**src/rtl/rwalk_pkg.sv**
```systemverilog
package rwalk_pkg;

    typedef enum logic [2:0] {
        ST_IDLE,
        ST_TOP_REQ,
        ST_TOP_WAIT,
        ST_LEAF_REQ,
        ST_LEAF_WAIT,
        ST_DONE,
        ST_FAULT
    } walk_state_e;

    // Cause word bits reported with a fault
    localparam logic [31:0] CAUSE_NOTRANS = 32'h4000_0000;
    localparam logic [31:0] CAUSE_PERM    = 32'h0800_0000;
    localparam logic [31:0] CAUSE_STORE   = 32'h0200_0000;
    localparam logic [31:0] CAUSE_REFCHG  = 32'h0004_0000;

    // Entry bit positions
    localparam int E_VALID   = 63;
    localparam int E_LEAF    = 62;
    localparam int E_BASE_HI = 55;
    localparam int E_BASE_LO = 8;
    localparam int E_PPN_LO  = 12;
    localparam int E_SIZE_W  = 5;

    // Leaf attribute bit positions
    localparam int A_WRITE = 1;
    localparam int A_READ  = 2;
    localparam int A_PRIV  = 3;
    localparam int A_CHG   = 7;
    localparam int A_REF   = 8;

endpackage

```
**src/rtl/rwalk_byteswap.sv**
```systemverilog
module rwalk_byteswap #(
    parameter int BYTES = 8
) (
    input  logic [BYTES*8-1:0] din,
    output logic [BYTES*8-1:0] dout
);
    genvar b;
    generate
        for (b = 0; b < BYTES; b++) begin : g_lane
            assign dout[b*8 +: 8] = din[(BYTES-1-b)*8 +: 8];
        end
    endgenerate
endmodule

```
**src/rtl/rwalk_entry_addr.sv**
```systemverilog
module rwalk_entry_addr #(
    parameter int ADDR_W      = 64,
    parameter int IDX_BITS    = 10,
    parameter int ENTRY_SHIFT = 3
) (
    input  logic [ADDR_W-1:0]   base,
    input  logic [IDX_BITS-1:0] idx,
    output logic [ADDR_W-1:0]   addr
);
    localparam int PAD = ADDR_W - IDX_BITS;

    logic [ADDR_W-1:0] offset;

    assign offset = {{PAD{1'b0}}, idx} << ENTRY_SHIFT;
    assign addr   = base + offset;
endmodule

```
**src/rtl/rwalk_perm_check.sv**
```systemverilog
module rwalk_perm_check
    import rwalk_pkg::*;
(
    input  logic        is_store,
    input  logic        is_priv,
    input  logic        a_read,
    input  logic        a_write,
    input  logic        a_priv,
    input  logic        a_ref,
    input  logic        a_chg,
    output logic [31:0] cause
);
    logic access_denied;
    logic track_missing;

    always_comb begin
        access_denied = (a_priv && !is_priv) || (is_store ? !a_write : !a_read);
        track_missing = !a_ref || (is_store && !a_chg);
        cause = '0;
        if (access_denied) begin
            cause = CAUSE_PERM;
        end else if (track_missing) begin
            cause = CAUSE_REFCHG;
        end
    end
endmodule

```
**src/rtl/radix_walker.sv**
```systemverilog
module radix_walker
    import rwalk_pkg::*;
#(
    parameter int SPACE_BITS  = 31,
    parameter int PAGE_SHIFT  = 12,
    parameter int TOP_BITS    = 10,
    parameter int LEAF_BITS   = 9,
    parameter int ENTRY_BYTES = 8
) (
    input  logic        clk,
    input  logic        rst_n,
    input  logic [63:0] root_cfg,
    input  logic        req_valid,
    output logic        req_ready,
    input  logic [63:0] req_ea,
    input  logic        req_store,
    input  logic        req_priv,
    output logic        mem_req_valid,
    input  logic        mem_req_ready,
    output logic [63:0] mem_req_addr,
    input  logic        mem_rsp_valid,
    input  logic [63:0] mem_rsp_data,
    output logic        done,
    output logic [63:0] leaf_pte,
    output logic [63:0] phys_addr,
    output logic        fault,
    output logic [31:0] fault_cause,
    output logic [63:0] fault_addr
);
    localparam int LEAF_LO     = PAGE_SHIFT;
    localparam int TOP_LO      = PAGE_SHIFT + LEAF_BITS;
    localparam int ENTRY_SHIFT = $clog2(ENTRY_BYTES);
    localparam logic [E_SIZE_W-1:0] TOP_SIZE  = E_SIZE_W'(TOP_BITS);
    localparam logic [E_SIZE_W-1:0] LEAF_SIZE = E_SIZE_W'(LEAF_BITS);

    walk_state_e state_q, state_d;

    logic [63:0] ea_q;
    logic        store_q;
    logic        priv_q;
    logic [63:0] top_base_q;
    logic [63:0] leaf_base_q;
    logic [63:0] pte_q;
    logic [31:0] cause_q;

    logic [63:0] rsp_word;
    logic [63:0] top_addr;
    logic [63:0] leaf_addr;
    logic        accept;
    logic        root_ok;
    logic        range_ok;
    logic        top_bad;
    logic        leaf_bad;
    logic [31:0] perm_cause;
    logic [31:0] store_flag;

    // Stored entries are byte-reversed; bring them to native order
    rwalk_byteswap #(.BYTES(ENTRY_BYTES)) u_swap (
        .din  (mem_rsp_data),
        .dout (rsp_word)
    );

    rwalk_entry_addr #(
        .ADDR_W      (64),
        .IDX_BITS    (TOP_BITS),
        .ENTRY_SHIFT (ENTRY_SHIFT)
    ) u_top_addr (
        .base (top_base_q),
        .idx  (ea_q[TOP_LO +: TOP_BITS]),
        .addr (top_addr)
    );

    rwalk_entry_addr #(
        .ADDR_W      (64),
        .IDX_BITS    (LEAF_BITS),
        .ENTRY_SHIFT (ENTRY_SHIFT)
    ) u_leaf_addr (
        .base (leaf_base_q),
        .idx  (ea_q[LEAF_LO +: LEAF_BITS]),
        .addr (leaf_addr)
    );

    rwalk_perm_check u_perm (
        .is_store (store_q),
        .is_priv  (priv_q),
        .a_read   (rsp_word[A_READ]),
        .a_write  (rsp_word[A_WRITE]),
        .a_priv   (rsp_word[A_PRIV]),
        .a_ref    (rsp_word[A_REF]),
        .a_chg    (rsp_word[A_CHG]),
        .cause    (perm_cause)
    );

    assign accept     = req_valid && (state_q == ST_IDLE);
    assign root_ok    = (root_cfg[E_SIZE_W-1:0] == TOP_SIZE) && (root_cfg[7:E_SIZE_W] == '0);
    assign range_ok   = (req_ea[63:SPACE_BITS] == '0);
    assign top_bad    = !rsp_word[E_VALID] || rsp_word[E_LEAF] ||
                        (rsp_word[E_SIZE_W-1:0] != LEAF_SIZE);
    assign leaf_bad   = !rsp_word[E_VALID] || !rsp_word[E_LEAF];
    assign store_flag = store_q ? CAUSE_STORE : '0;

    // Next-state logic
    always_comb begin
        state_d = state_q;
        unique case (state_q)
            ST_IDLE: begin
                if (accept) begin
                    state_d = (root_ok && range_ok) ? ST_TOP_REQ : ST_FAULT;
                end
            end
            ST_TOP_REQ: begin
                if (mem_req_ready) state_d = ST_TOP_WAIT;
            end
            ST_TOP_WAIT: begin
                if (mem_rsp_valid) state_d = top_bad ? ST_FAULT : ST_LEAF_REQ;
            end
            ST_LEAF_REQ: begin
                if (mem_req_ready) state_d = ST_LEAF_WAIT;
            end
            ST_LEAF_WAIT: begin
                if (mem_rsp_valid) begin
                    if (leaf_bad || (perm_cause != '0)) state_d = ST_FAULT;
                    else                                state_d = ST_DONE;
                end
            end
            ST_DONE:  state_d = ST_IDLE;
            ST_FAULT: state_d = ST_IDLE;
            default:  state_d = ST_IDLE;
        endcase
    end

    // State register
    always_ff @(posedge clk) begin
        if (!rst_n) state_q <= ST_IDLE;
        else        state_q <= state_d;
    end

    // Walk context and results
    always_ff @(posedge clk) begin
        if (!rst_n) begin
            ea_q        <= '0;
            store_q     <= 1'b0;
            priv_q      <= 1'b0;
            top_base_q  <= '0;
            leaf_base_q <= '0;
            pte_q       <= '0;
            cause_q     <= '0;
        end else begin
            if (accept) begin
                ea_q       <= req_ea;
                store_q    <= req_store;
                priv_q     <= req_priv;
                top_base_q <= {root_cfg[63:8], 8'h00};
                if (!(root_ok && range_ok)) begin
                    cause_q <= CAUSE_NOTRANS | (req_store ? CAUSE_STORE : 32'h0);
                end
            end
            if (state_q == ST_TOP_WAIT && mem_rsp_valid) begin
                if (top_bad) begin
                    cause_q <= CAUSE_NOTRANS | store_flag;
                end else begin
                    leaf_base_q <= {8'h00, rsp_word[E_BASE_HI:E_BASE_LO], 8'h00};
                end
            end
            if (state_q == ST_LEAF_WAIT && mem_rsp_valid) begin
                if (leaf_bad) begin
                    cause_q <= CAUSE_NOTRANS | store_flag;
                end else if (perm_cause != '0) begin
                    cause_q <= perm_cause | store_flag;
                end else begin
                    pte_q <= rsp_word;
                end
            end
        end
    end

    // Outputs
    always_comb begin
        req_ready     = (state_q == ST_IDLE);
        mem_req_valid = (state_q == ST_TOP_REQ) || (state_q == ST_LEAF_REQ);
        mem_req_addr  = (state_q == ST_LEAF_REQ) ? leaf_addr : top_addr;
        done          = (state_q == ST_DONE);
        fault         = (state_q == ST_FAULT);
        leaf_pte      = pte_q;
        phys_addr     = {8'h00, pte_q[E_BASE_HI:E_PPN_LO], ea_q[PAGE_SHIFT-1:0]};
        fault_cause   = cause_q;
        fault_addr    = ea_q;
    end

endmodule

```
**config.mk**
```make
export PLATFORM = sky130hd
export DESIGN_NAME = radix_walker
export DESIGN_NICKNAME = d
export VERILOG_FILES = /design/src/rtl/rwalk_pkg.sv /design/src/rtl/rwalk_byteswap.sv /design/src/rtl/rwalk_entry_addr.sv /design/src/rtl/rwalk_perm_check.sv /design/src/rtl/radix_walker.sv
export SDC_FILE = /design/constraint.sdc
export NUM_CORES = 1
export LEC_CHECK = 0
export ABC_AREA = 1
export ABC_CLOCK_PERIOD_IN_PS = 2750
export BUFFER_PORTS_ARGS = -buffer_cell sky130_fd_sc_hd__buf_2
export CAP_MARGIN = 20
export CORE_MARGIN = 3
export CORE_UTILIZATION = 35
export CTS_CLUSTER_SIZE = 24
export DETAILED_ROUTE_END_ITERATION = 12
export GPL_ROUTABILITY_DRIVEN = 0
export GPL_TIMING_DRIVEN = 0
export SLEW_MARGIN = 30
export SYNTH_ARGS = -nofsm -noshare
export SYNTH_HDL_FRONTEND = slang
export SYNTH_HIERARCHICAL = 1
export SYNTH_SLANG_ARGS = --single-unit
```
**constraint.sdc**
```tcl
create_clock -name clk -period 2.75 [get_ports clk]
set_input_delay 0.55 -clock clk [delete_from_list [all_inputs] [get_ports clk]]
set_output_delay 0.55 -clock clk [all_outputs]
set_load 0.01 [all_outputs]
```
==> impl_results.md, run 1 <==
- Status: complete, but fails checks
- Violated checks: negative setup slack
- H-tree depth: 1
- Post-DRT Antenna Nets: 0
- Layout cells sized above 1: 0.354
- WHS: 0.182 ns
- P&R area growth vs syn: 38.3%
- Flops & latches, synth: 269
- Final Hold Vio Count: 0
- Vias/cell: 4.84
- Clock latency at the later pin of the worst-skew pair: 0.61 ns
- Synthesis warning total: 6
- Final Critical Period: roughly 3 ns
- Least-Margin Pin Slew: 0.779 ns
- PD cells: approximately 520 nW/um^2
- Gr usage total: 0.262
- TritonCTS clock tree: done
- Nets: about 3800
- Share of the synthesized area in the top cell type: 0.300
- Mapped Area: between 15000 and 20000 um^2
- Clk slew on worst S/H paths: about 0.06 ns
- First-pass GRT wire length: between 100000 and 150000 um
- Antenna violations before repair: 4
- Detailed-route wire length per cell: about 18 um
- Root buffer cell: clkbuf_16
- Most frequent cells in the layout: nand2_1 (747), buf_2 (407), nor2_1 (323)
- Site row count: 82
- Synth area leaders: dfxtp_1 (30%), nand2_1 (19%), nor2_1 (7.6%), buf_4 (6.9%), inv_1 (6.2%)
- Period utilization: 1.12
- Number of max-cap violations: 0
- DRC Markers: 0
- Pre-antenna DRT Iters: 6
- Die area: 54000 um^2
- Fmax: 324 MHz
- Die W: roughly 230 um
- Worst-path fanout max: 4
- Gate Count Post-Synth: ~2900
- Die Ht: 232 um
- WL final: 75100 um
- Register area share after synthesis: 0.300
- Setup Viol. Count Final: 53
- Area leader, netlist: dfxtp_1
- Hold depth: 3
- Final setup margin: -0.335 ns
- Avg Synthesized Cell Area: 6.11 um^2
- Bufs on Longest Clock Path: 3
- Worst Skew: 0.0284 ns
- Distinct cell type count after synthesis: 41
- DR iter-0 viols: 1585
- CP Capture Type: output port
- Cells on worst reg2reg path: 9
- Clock sink total: 269
- Slew Limit Fails: 0
- Slew headroom: 0.481
- Worst-case vdd ir drop: approximately 490 uV
- Startpoint Class: flop
- LEAKAGE: 0.0121 uW
- Global route total overflow: 0
- RSZ-0062 raised after global routing: yes
- PortBufs: slightly above 400
- Required time of the worst setup path: 2.20 ns
- Vias in the first global route: 18600
- Largest net degree at the start of global routing: 17
- Setup tns final: -9.80 ns
- Starting Density: 0.356
- Post-DP HPWL: around 60000 um
- CORE AREA: 50400 um^2
- Most common cell after layout, fill and taps aside: nand2_1
- Arrival time worst endpoint: 2.53 ns
- CTS Buf Count: 31
- Crit path kind: reg -> out
- Io pins: around 500
- Worst min path class: in -> reg
- Via count: 20500
- Hold-fix buffers, CTS: 0
-- flip-flops by register name, indices dropped and copies added (netlist names) --
register	flops
fault_cause	32
top_base_q	56
priv_q	1
state_q	3
fault_addr	64
store_q	1
leaf_pte	64
leaf_base_q	48
-- layer usage --
metal	global-route usage	share of wire
met2	0.437	0.46
met5	0	0.00027
met3	0.0408	0.072
met4	0.0879	0.043
met1	0.346	0.42
-- cells by family after synthesis --
| kind of cell | after synthesis | synth area share |
|---|---|---|
| AO/OA/AOI/OAI | 396 | 0.112 |
| flip-flops | 269 | 0.300 |
| buffers and inverters | 589 | 0.165 |
| AND/OR/NAND/NOR | 1607 | 0.383 |
| XOR/XNOR | 49 | 0.0239 |
| other | 2 | 0.000419 |
| adder cells (fa/ha/maj) | 21 | 0.0155 |
-- worst max-delay path: stages, from the launching register on --
cell	delay (ns)
dfxtp_4	0.35
ha_4	0.28
nand2_4	0.11
inv_2	0.05
a21boi_4	0.29
nand2_1	0.10
nand2_1	0.11
nand2_2	0.14
nand2_1	0.09
nand2_1	0.06
nand2_2	0.10
nand2_2	0.07
nand2_2	0.08
buf_6	0.10
-- synth_stat cells, drive strengths merged --
| cell type | count |
|---|---|
| xor2 | 44 |
| and3 | 1 |
| o21ai | 178 |
| nand4 | 56 |
| a21boi | 1 |
| nand3b | 33 |
| dfxtp | 269 |
| a21oi | 214 |
| nor3 | 25 |
| o211ai | 1 |
| or2 | 3 |
| nor2 | 401 |
| clkinv | 5 |
| nand3 | 117 |
| o21a | 1 |
| inv | 309 |
| fa | 2 |
| nand2 | 971 |
| clkbuf | 66 |
| conb | 2 |
| o21bai | 1 |
| xnor2 | 5 |
| buf | 209 |
| ha | 19 |
-- through the flow --
step,setup WS (ns),area (um^2),utilization,total power [uW],instances
4_1_cts,-0.240,23700,0.471,12800,4203
3_3_place_gp,-0.0674,21200,0.420,8110,4103
3_5_place_dp,-0.0674,21200,0.420,8120,4103
2_1_floorplan,0.547,18200,-,6670,3016
5_1_grt,-0.417,24800,0.492,13500,4227
6_report,-0.335,24800,0.492,12900,4229
-- where the power goes --
part           switching, uW  leakage (uW)  total (uW)  internal, uW
registers                463       0.00223        4730          4260
clock network           1800      0.000508        4280          2490
logic                   2390       0.00941        3860          1470
total                   4650        0.0121       12900          8220
-- path summary, 6_finish.rpt --
| kind | from | endpoint | slack (ns) |
|---|---|---|---|
| worst max-delay path | fault_addr[30]$_SDFFE_PN0P_ | mem_req_addr[54] | -0.33 |
| worst min-delay path | root_cfg[15] | top_base_q[15]$_SDFFE_PN0P_ | 0.18 |
| worst max register to register | state_q[1]$_SDFFE_PN0P_ | fault_addr[0]$_SDFFE_PN0P_ | 0.28 |
| worst min register to register | fault_addr[38]$_SDFFE_PN0P_ | fault_addr[38]$_SDFFE_PN0P_ | 0.46 |
-- cell type report --
| type | instances | area [um^2] |
|---|---|---|
| fillers | 5199 | 25600 |
| clock inverters | 14 | 176 |
| well taps | 672 | 841 |
| plain buffers | 275 | 1810 |
| diodes | 4 | 10.0 |
| clock buffers | 40 | 860 |
| flip-flops and latches | 269 | 5560 |
| multi-input cells | 2160 | 11400 |
| inverters | 314 | 1180 |
| repair buffers | 481 | 2910 |
-- timing repair --
item | CTS | global route
hold endpoints to repair | 0 | 0
pin swaps | 110 | 130
buffers inserted | 44 | 21
cloned | 2 | 2
resized for setup | 343 | 257
setup endpoints to repair | 61 | 60
Power figures use the tool's default switching activity.
==> inputs of run 2 (changes only) <==
--- a/config.mk
+++ b/config.mk
@@ -6,10 +6,10 @@
 export NUM_CORES = 1
 export LEC_CHECK = 0
 export ABC_AREA = 1
-export ABC_CLOCK_PERIOD_IN_PS = 2750
+export ABC_CLOCK_PERIOD_IN_PS = 2700
 export BUFFER_PORTS_ARGS = -buffer_cell sky130_fd_sc_hd__buf_2
 export CAP_MARGIN = 20
-export CORE_MARGIN = 3
+export CORE_MARGIN = 2
 export CORE_UTILIZATION = 35
 export CTS_CLUSTER_SIZE = 24
 export DETAILED_ROUTE_END_ITERATION = 12
==> constraint.sdc (replaced) <==
create_clock -name clk -period 2.7 [get_ports clk]
set_input_delay 0.405 -clock clk [delete_from_list [all_inputs] [get_ports clk]]
set_output_delay 0.405 -clock clk [all_outputs]
set_load 0.01 [all_outputs]
==> impl_results.md, run 2 (synthesis results as in run 1) <==
- Status: complete, but fails checks (unchanged)
- Violated checks: negative setup slack (unchanged)
- First-pass GRT wire length: 107000 um (was 109000 um)
- DRC Markers: 0 (unchanged)
- Most common cell after layout, fill and taps aside: nand2_1 (unchanged)
- FF-to-FF End: fault_addr[0]$_SDFFE_PN0P_ (unchanged)
- Final setup margin: -0.146 ns (was -0.335 ns)
- Post-DRT Antenna Nets: 0 (unchanged)
- Fmax: 351 MHz
- Post-DP HPWL: 58200 um (was 59000 um)
- PortBufs: 415 (unchanged)
- Flop-to-flop setup slack: 0.36 ns (was 0.28 ns)
- Slew Limit Fails: 0 (unchanged)
- Final Critical Period: 2.85 ns
- Overall power: 13100 uW (was 12900 uW)
- Final Hold Vio Count: 0 (unchanged)
- Io pins: 491 (unchanged)
- WL final: 72600 um (was 75100 um)
- Nets: 3735 (was 3752)
- Bufs on Longest Clock Path: 3 (unchanged)
- DR iter-0 viols: 1537 (was 1585)
- Starting Density: 0.356 (unchanged)
- H-tree depth: 2 (was 1)
- CORE AREA: 50400 um^2 (unchanged)
- Die W: 230 um (was 232 um)
- Origin of the worst min-delay path: req_ea[26] (was root_cfg[15])
- Clock sink total: 269 (unchanged)
- Vias in the first global route: 18400 (was 18600)
- Crit path kind: reg -> out (unchanged)
- P&R area growth vs syn: 35.4% (was 38.3%)
- PD cells: 541 nW/um^2 (was 519 nW/um^2)
- WHS: 0.0867 ns (was 0.182 ns)
- CP Capture Type: output port (unchanged)
- CTS Buf Count: 34 (was 31)
- Global route total overflow: 0 (unchanged)
- Worst-path fanout max: 5 (was 4)
- Least-Margin Pin Slew: 0.911 ns (was 0.779 ns)
- Layout cells sized above 1: 0.333 (was 0.354)
- RSZ-0062 raised after global routing: yes (unchanged)
- Worst Skew: 0.0230 ns (was 0.0284 ns)
- Clock latency at the later pin of the worst-skew pair: 0.55 ns (was 0.61 ns)
- Startpoint Class: flop (unchanged)
- Worst min path class: in -> reg (unchanged)
- Dpl cell area: 21200 um^2 (about the same)
- Number of max-cap violations: 0 (unchanged)
- Critical register-to-register path startpoint: state_q[0]$_SDFFE_PN0P_ (was state_q[1]$_SDFFE_PN0P_)
- Required time of the worst setup path: 2.30 ns (was 2.20 ns)
- Pre-antenna DRT Iters: 8 (was 6)
- Hold Path Sink: fault_addr[26]$_SDFFE_PN0P_ (was top_base_q[15]$_SDFFE_PN0P_)
- Hold depth: 3 (unchanged)
- Site row count: 82 (unchanged)
- Root buffer cell: clkbuf_16 (unchanged)
- Detailed-route wire length per cell: 17.2 um (was 17.8 um)
- Cells on worst reg2reg path: 8 (was 9)
- Final instance area: 24300 um^2 (was 24800 um^2)
- Period utilization: 1.05
- Slew headroom: 0.393 (was 0.481)
- Most frequent cells in the layout: nand2_1 (787), buf_2 (417), nor2_1 (324) (was nand2_1 (747), buf_2 (407), nor2_1 (323))
- Clk slew on worst S/H paths: 0.07 ns (was 0.06 ns)
- TritonCTS clock tree: done (unchanged)
- LEAKAGE: 0.0120 uW (was 0.0121 uW)
- Pre-CTS setup slack: 0.0978 ns (was -0.0674 ns)
- Largest net degree at the start of global routing: 13 (was 17)
- Antenna violations before repair: 4 (unchanged)
- Vias/cell: 4.79 (was 4.84)
- Gr usage total: 0.262 (about the same)
- Die area: 53000 um^2 (was 54000 um^2)
- Via count: 20200 (was 20500)
- Setup Viol. Count Final: 25 (was 53)
- Worst-case vdd ir drop: 505 uV (was 486 uV)
- Die Ht: 230 um (was 232 um)
- Arrival time worst endpoint: 2.44 ns (was 2.53 ns)
run 2: metal layers:
layer	vias up	track usage	routed length [um]
li1	10100	-	-
met1	9180	0.339	31400
met2	766	0.437	33500
met3	143	0.0479	5100
met4	4	0.0873	2500
met5	-	0	26
run 2: worst max path at each step:
stage,startpoint,to,slack (ns),cells after the start
2_1_floorplan,fault_addr[30]$_SDFFE_PN0P_,mem_req_addr[34],0.64,12
3_3_place_gp,state_q[1]$_SDFFE_PN0P_,mem_req_addr[9],0.11,7
3_5_place_dp,state_q[1]$_SDFFE_PN0P_,mem_req_addr[56],0.1,7
4_1_cts,fault_addr[30]$_SDFFE_PN0P_,mem_req_addr[27],-0.1,11
5_1_grt,fault_addr[30]$_SDFFE_PN0P_,mem_req_addr[27],-0.22,11
6_report,fault_addr[30]$_SDFFE_PN0P_,mem_req_addr[27],-0.15,11
run 2: where the power goes:
group	switching [uW]	internal [uW]
logic	2360	1420
clock network	1870	2690
registers	468	4340
run 2: timing repair:
action,in CTS,in global routing
setup endpoints to repair,61,56
hold buffers,0,0
buffers inserted,26,20
gates resized for setup,225,270
pin swaps,46,120
gates cloned,1,1
run 2: area by class of cell:
| type | instances | area, um^2 |
|---|---|---|
| sequential | 269 | 5580 |
| fill | 5314 | 26100 |
| antenna | 2 | 5.00 |
| clock buffer | 51 | 1000 |
| clock inverter | 7 | 97.6 |
| multi-input combinational | 2158 | 11100 |
| timing repair buffer | 463 | 2660 |
| buffer | 275 | 1800 |
| inverter | 314 | 1180 |
| tap | 672 | 841 |
run 2: worst max-delay path: stages, from the launching register on:
cell     delay, ns
dfxtp_4       0.36
ha_4          0.33
nand2_4       0.09
nor2_4        0.18
nand2_1       0.11
nor2_2        0.14
nand2_2       0.08
o21ai_4       0.09
xor2_2        0.21
nand2_1       0.09
nand2_2       0.11
buf_6         0.11
run 2: stage by stage:
step / TNS [ns] / std cells / util
floorplan: 0 / 3016 / -
global placement: 0 / 4103 / 0.420
detailed placement: 0 / 4103 / 0.420
CTS: -1.62 / 4188 / 0.461
global route: -5.38 / 4210 / 0.482
finish: -1.15 / 4211 / 0.482
==> inputs of run 3 (changes only) <==
--- a/config.mk
+++ b/config.mk
@@ -9,14 +9,16 @@
 export ABC_CLOCK_PERIOD_IN_PS = 2700
 export BUFFER_PORTS_ARGS = -buffer_cell sky130_fd_sc_hd__buf_2
 export CAP_MARGIN = 20
+export CELL_PAD_IN_SITES_DETAIL_PLACEMENT = 1
+export CELL_PAD_IN_SITES_GLOBAL_PLACEMENT = 2
 export CORE_MARGIN = 2
-export CORE_UTILIZATION = 35
+export CORE_UTILIZATION = 24
 export CTS_CLUSTER_SIZE = 24
 export DETAILED_ROUTE_END_ITERATION = 12
 export GPL_ROUTABILITY_DRIVEN = 0
 export GPL_TIMING_DRIVEN = 0
+export PLACE_DENSITY_LB_ADDON = 0.1
 export SLEW_MARGIN = 30
 export SYNTH_ARGS = -nofsm -noshare
 export SYNTH_HDL_FRONTEND = slang
-export SYNTH_HIERARCHICAL = 1
 export SYNTH_SLANG_ARGS = --single-unit
==> impl_results.md, run 3 <==
- Gr usage total: 0.231 (was 0.262)
- Avg Synthesized Cell Area: 6.61 um^2 (was 6.11 um^2)
- Fmax: 340 MHz (was 351 MHz)
- Highest metal used: met5 (unchanged)
- Arrival time worst endpoint: 2.54 ns (was 2.44 ns)
- Final Hold Vio Count: 0 (unchanged)
- CP Cell Sequence: ha_4 -> fa_2 -> nand2_2 -> nand3_4 -> nand3_4 -> nand2_8 -> nand2_4 -> inv_4 -> nand2_4 -> xor2_4 -> o21ai_2 -> buf_2 (was ha_4 -> nand2_4 -> nor2_4 -> nand2_1 -> nor2_2 -> nand2_2 -> o21ai_4 -> xor2_2 -> nand2_1 -> nand2_2 -> buf_6)
- Final instance area: 21600 um^2 (was 24300 um^2)
- Slew Limit Fails: 0 (unchanged)
- Most frequent cells in the layout: buf_2 (477), nand2_1 (296), nor2_1 (280) (was nand2_1 (787), buf_2 (417), nor2_1 (324))
- P&R area growth vs syn: 52.5% (was 35.4%)
- WP buf/inv: 2 (was 1)
- Antenna violations before repair: 10 (was 4)
- Largest net degree at the start of global routing: 13 (unchanged)
- Global route total overflow: 0 (unchanged)
- Critical path's slowest cell: dfxtp_4 (unchanged)
- Vias/cell: 4.63 (was 4.79)
- WL final: 73000 um (was 72600 um)
- FF-to-FF End: leaf_base_q[9]$_SDFFE_PN0P_ (was fault_addr[0]$_SDFFE_PN0P_)
- Post-DP HPWL: 59300 um (was 58200 um)
- Worst Skew: 0.0174 ns (was 0.0230 ns)
- Worst-path fanout max: 5 (unchanged)
- Distinct cell type count after synthesis: 44 (was 41)
- Post-Layout Cell Count: 3512 (was 4211)
- Post-DRT Antenna Nets: 0 (unchanged)
- Share of the synthesized area in the top cell type: 0.381 (was 0.300)
- Worst min path class: in -> reg (unchanged)
- Worst-case vdd ir drop: 563 uV (was 505 uV)
- TritonCTS clock tree: done (unchanged)
- Most common cell after layout, fill and taps aside: buf_2 (was nand2_1)
- First-pass GRT wire length: 105000 um (was 107000 um)
- Slew headroom: 0.414 (was 0.393)
- Crit path kind: reg -> out (unchanged)
- DR iter-0 viols: 659 (was 1537)
- Status: complete, but fails checks (unchanged)
- Final setup margin: -0.242 ns (was -0.146 ns)
- Die W: 247 um (was 230 um)
- Cells on worst reg2reg path: 8 (unchanged)
- Site row count: 88 (was 82)
- Root buffer cell: clkbuf_16 (unchanged)
- Post-Route M1 WL: 30800 um (was 31400 um)
- Least-Margin Pin Slew: 0.878 ns (was 0.911 ns)
- CORE AREA: 58000 um^2 (was 50400 um^2)
- EDFF count, synth: 0 (unchanged)
- Layout cells sized above 1: 0.410 (was 0.333)
- Worst path top cell family by delay: simple AND/OR/NAND/NOR gates (unchanged)
- Clock latency at the later pin of the worst-skew pair: 0.55 ns (about the same)
- Synth area leaders: dfxtp_1 (38%), nand2_1 (11%), o21ai_0 (9.9%), nor2_1 (9.3%), a21oi_1 (6.0%) (was dfxtp_1 (30%), nand2_1 (19%), nor2_1 (7.6%), buf_4 (6.9%), inv_1 (6.2%))
- CTS Buf Count: 36 (was 34)
- Register area share after synthesis: 0.381 (was 0.300)
- Top FF cell, synth: dfxtp_1 (unchanged)
- Die Ht: 247 um (was 230 um)
- Startpoint Class: flop (unchanged)
- Detailed-route wire length per cell: 20.8 um (was 17.2 um)
- H-tree depth: 2 (unchanged)
- LEAKAGE: 0.00972 uW (was 0.0120 uW)
- Hold-fix buffers, CTS: 0 (unchanged)
- Clk slew on worst S/H paths: 0.06 ns (was 0.07 ns)
- Met2 wire len: 36400 um (was 33500 um)
- PD cells: 686 nW/um^2 (was 541 nW/um^2)
- Metal3 WL: 3740 um (was 5100 um)
- Starting Density: 0.244 (was 0.356)
- Setup Viol. Count Final: 50 (was 25)
- Most numerous cell in the Yosys netlist: nand2_1 (unchanged)
- Synth top cells by count: nand2_1 (403), nor2_1 (349), o21ai_0 (281) (was nand2_1 (926), nor2_1 (363), inv_1 (296))
- Mapped Area: 14100 um^2 (was 17900 um^2)
- Critical register-to-register path startpoint: state_q[1]$_SDFFE_PN0P_ (was state_q[0]$_SDFFE_PN0P_)
- DRC Markers: 0 (unchanged)
- CP peak stage delay: 0.36 ns (about the same)
- Pre-antenna DRT Iters: 5 (was 8)
- Synthesis warning total: 0 (was 6)
- Worst Setup SP: top_base_q[8]$_SDFFE_PN0P_ (was fault_addr[30]$_SDFFE_PN0P_)
- Final Critical Period: 2.94 ns (was 2.85 ns)
- Number of max-cap violations: 0 (unchanged)
- Io pins: 491 (unchanged)
- Via count: 16300 (was 20200)
- PortBufs: 478 (was 415)
- Nets: 2927 (was 3735)
- Required time of the worst setup path: 2.30 ns (about the same)
- Crit path capture: mem_req_addr[34] (was mem_req_addr[27])
- Share of synthesized registers carrying an async set or reset: 0 (unchanged)
- Die area: 60900 um^2 (was 53000 um^2)
- Clock sink total: 269 (unchanged)
- RSZ-0062 raised after global routing: yes (unchanged)
- Flops & latches, synth: 269 (unchanged)
- Bufs on Longest Clock Path: 3 (unchanged)
- Vias in the first global route: 16500 (was 18400)
- Violated checks: negative setup slack (unchanged)
- Dpl cell area: 17500 um^2 (was 21200 um^2)
- Gate Count Post-Synth: 2139 (was 2933)
- Worst path depth: 12 (was 11)
- Flop-to-flop setup slack: 0.53 ns (was 0.36 ns)
- Placed insts: 3392 (was 4103)
- CP Capture Type: output port (unchanged)
- Period utilization: 1.09 (was 1.05)
- Area leader, netlist: dfxtp_1 (unchanged)
-- run 3: repair_timing --
action	CTS	global route
resized for setup	440	199
endpoints found under the setup margin	61	55
setup buffers	44	11
pin swaps	82	88
-- run 3: how the worst min path moves through the flow --
| stage | from | end | slack [ns] | depth (start not counted) |
|---|---|---|---|---|
| floorplan | priv_q$_SDFFE_PN0P_ | priv_q$_SDFFE_PN0P_ | 0.43 | 2 |
| global placement | leaf_pte[3]$_SDFFE_PN0P_ | leaf_pte[3]$_SDFFE_PN0P_ | 0.43 | 2 |
| detailed placement | leaf_pte[58]$_SDFFE_PN0P_ | leaf_pte[58]$_SDFFE_PN0P_ | 0.44 | 2 |
| CTS | req_ea[2] | fault_addr[2]$_SDFFE_PN0P_ | 0.05 | 3 |
| global route | req_ea[11] | fault_addr[11]$_SDFFE_PN0P_ | 0.07 | 3 |
| finish | req_ea[2] | fault_addr[2]$_SDFFE_PN0P_ | 0.07 | 3 |
-- run 3: worst register-to-register path: stages, from the launching register on --
cell and delay [ns]:
dfxtp_1 0.38, inv_2 0.09, nor3_2 0.25, nand2_1 0.12
nor2_1 0.17, inv_1 0.15, clkbuf_1 0.33, nor2_1 0.46
nor2_1 0.09
-- run 3: final cells by class --
cell class | count | area (um^2)
diodes | 6 | 15.0
plain buffers | 159 | 1000
clock buffers | 48 | 1020
clock inverters | 14 | 195
fillers | 7212 | 36500
inverters | 227 | 880
multi-input cells | 1494 | 8970
flip-flops and latches | 269 | 5490
well taps | 765 | 957
repair buffers | 530 | 3030
-- run 3: kinds of logic after synthesis --
group           count (synthesis)  synth area share
compound gates                461             0.165
xor+xnor                       50            0.0310
fa+ha+maj                      11            0.0108
buf+inv                       386             0.129
flops                         269             0.381
other cells                     1          0.000265
simple gates                  961             0.284
-- run 3: power breakdown --
group | internal, uW | total [uW] | switching [uW]
Sequential | 4570 | 5120 | 548
Combinational | 1760 | 4680 | 2930
Clock | 3030 | 4980 | 1950
Total | 9360 | 14800 | 5420
-- run 3: metrics by stage --
stage	worst slack (ns)	util	setup TNS [ns]	total power [uW]	hold slack [ns]
floorplan	0.362	-	0	7050	0.429
global placement	-0.445	0.302	-9.46	8990	0.432
detailed placement	-0.478	0.302	-11.91	9040	0.437
CTS	-0.242	0.356	-5.83	14700	0.0454
global route	-0.339	0.372	-10.47	15600	0.0697
finish	-0.242	0.372	-5.59	14800	0.0711
-- run 3: layer usage --
metal / track usage / up-vias
li1: - / 7937
met1: 0.286 / 7816
met2: 0.406 / 387
met3: 0.0414 / 109
met4: 0.0726 / 8
met5: 0 / -
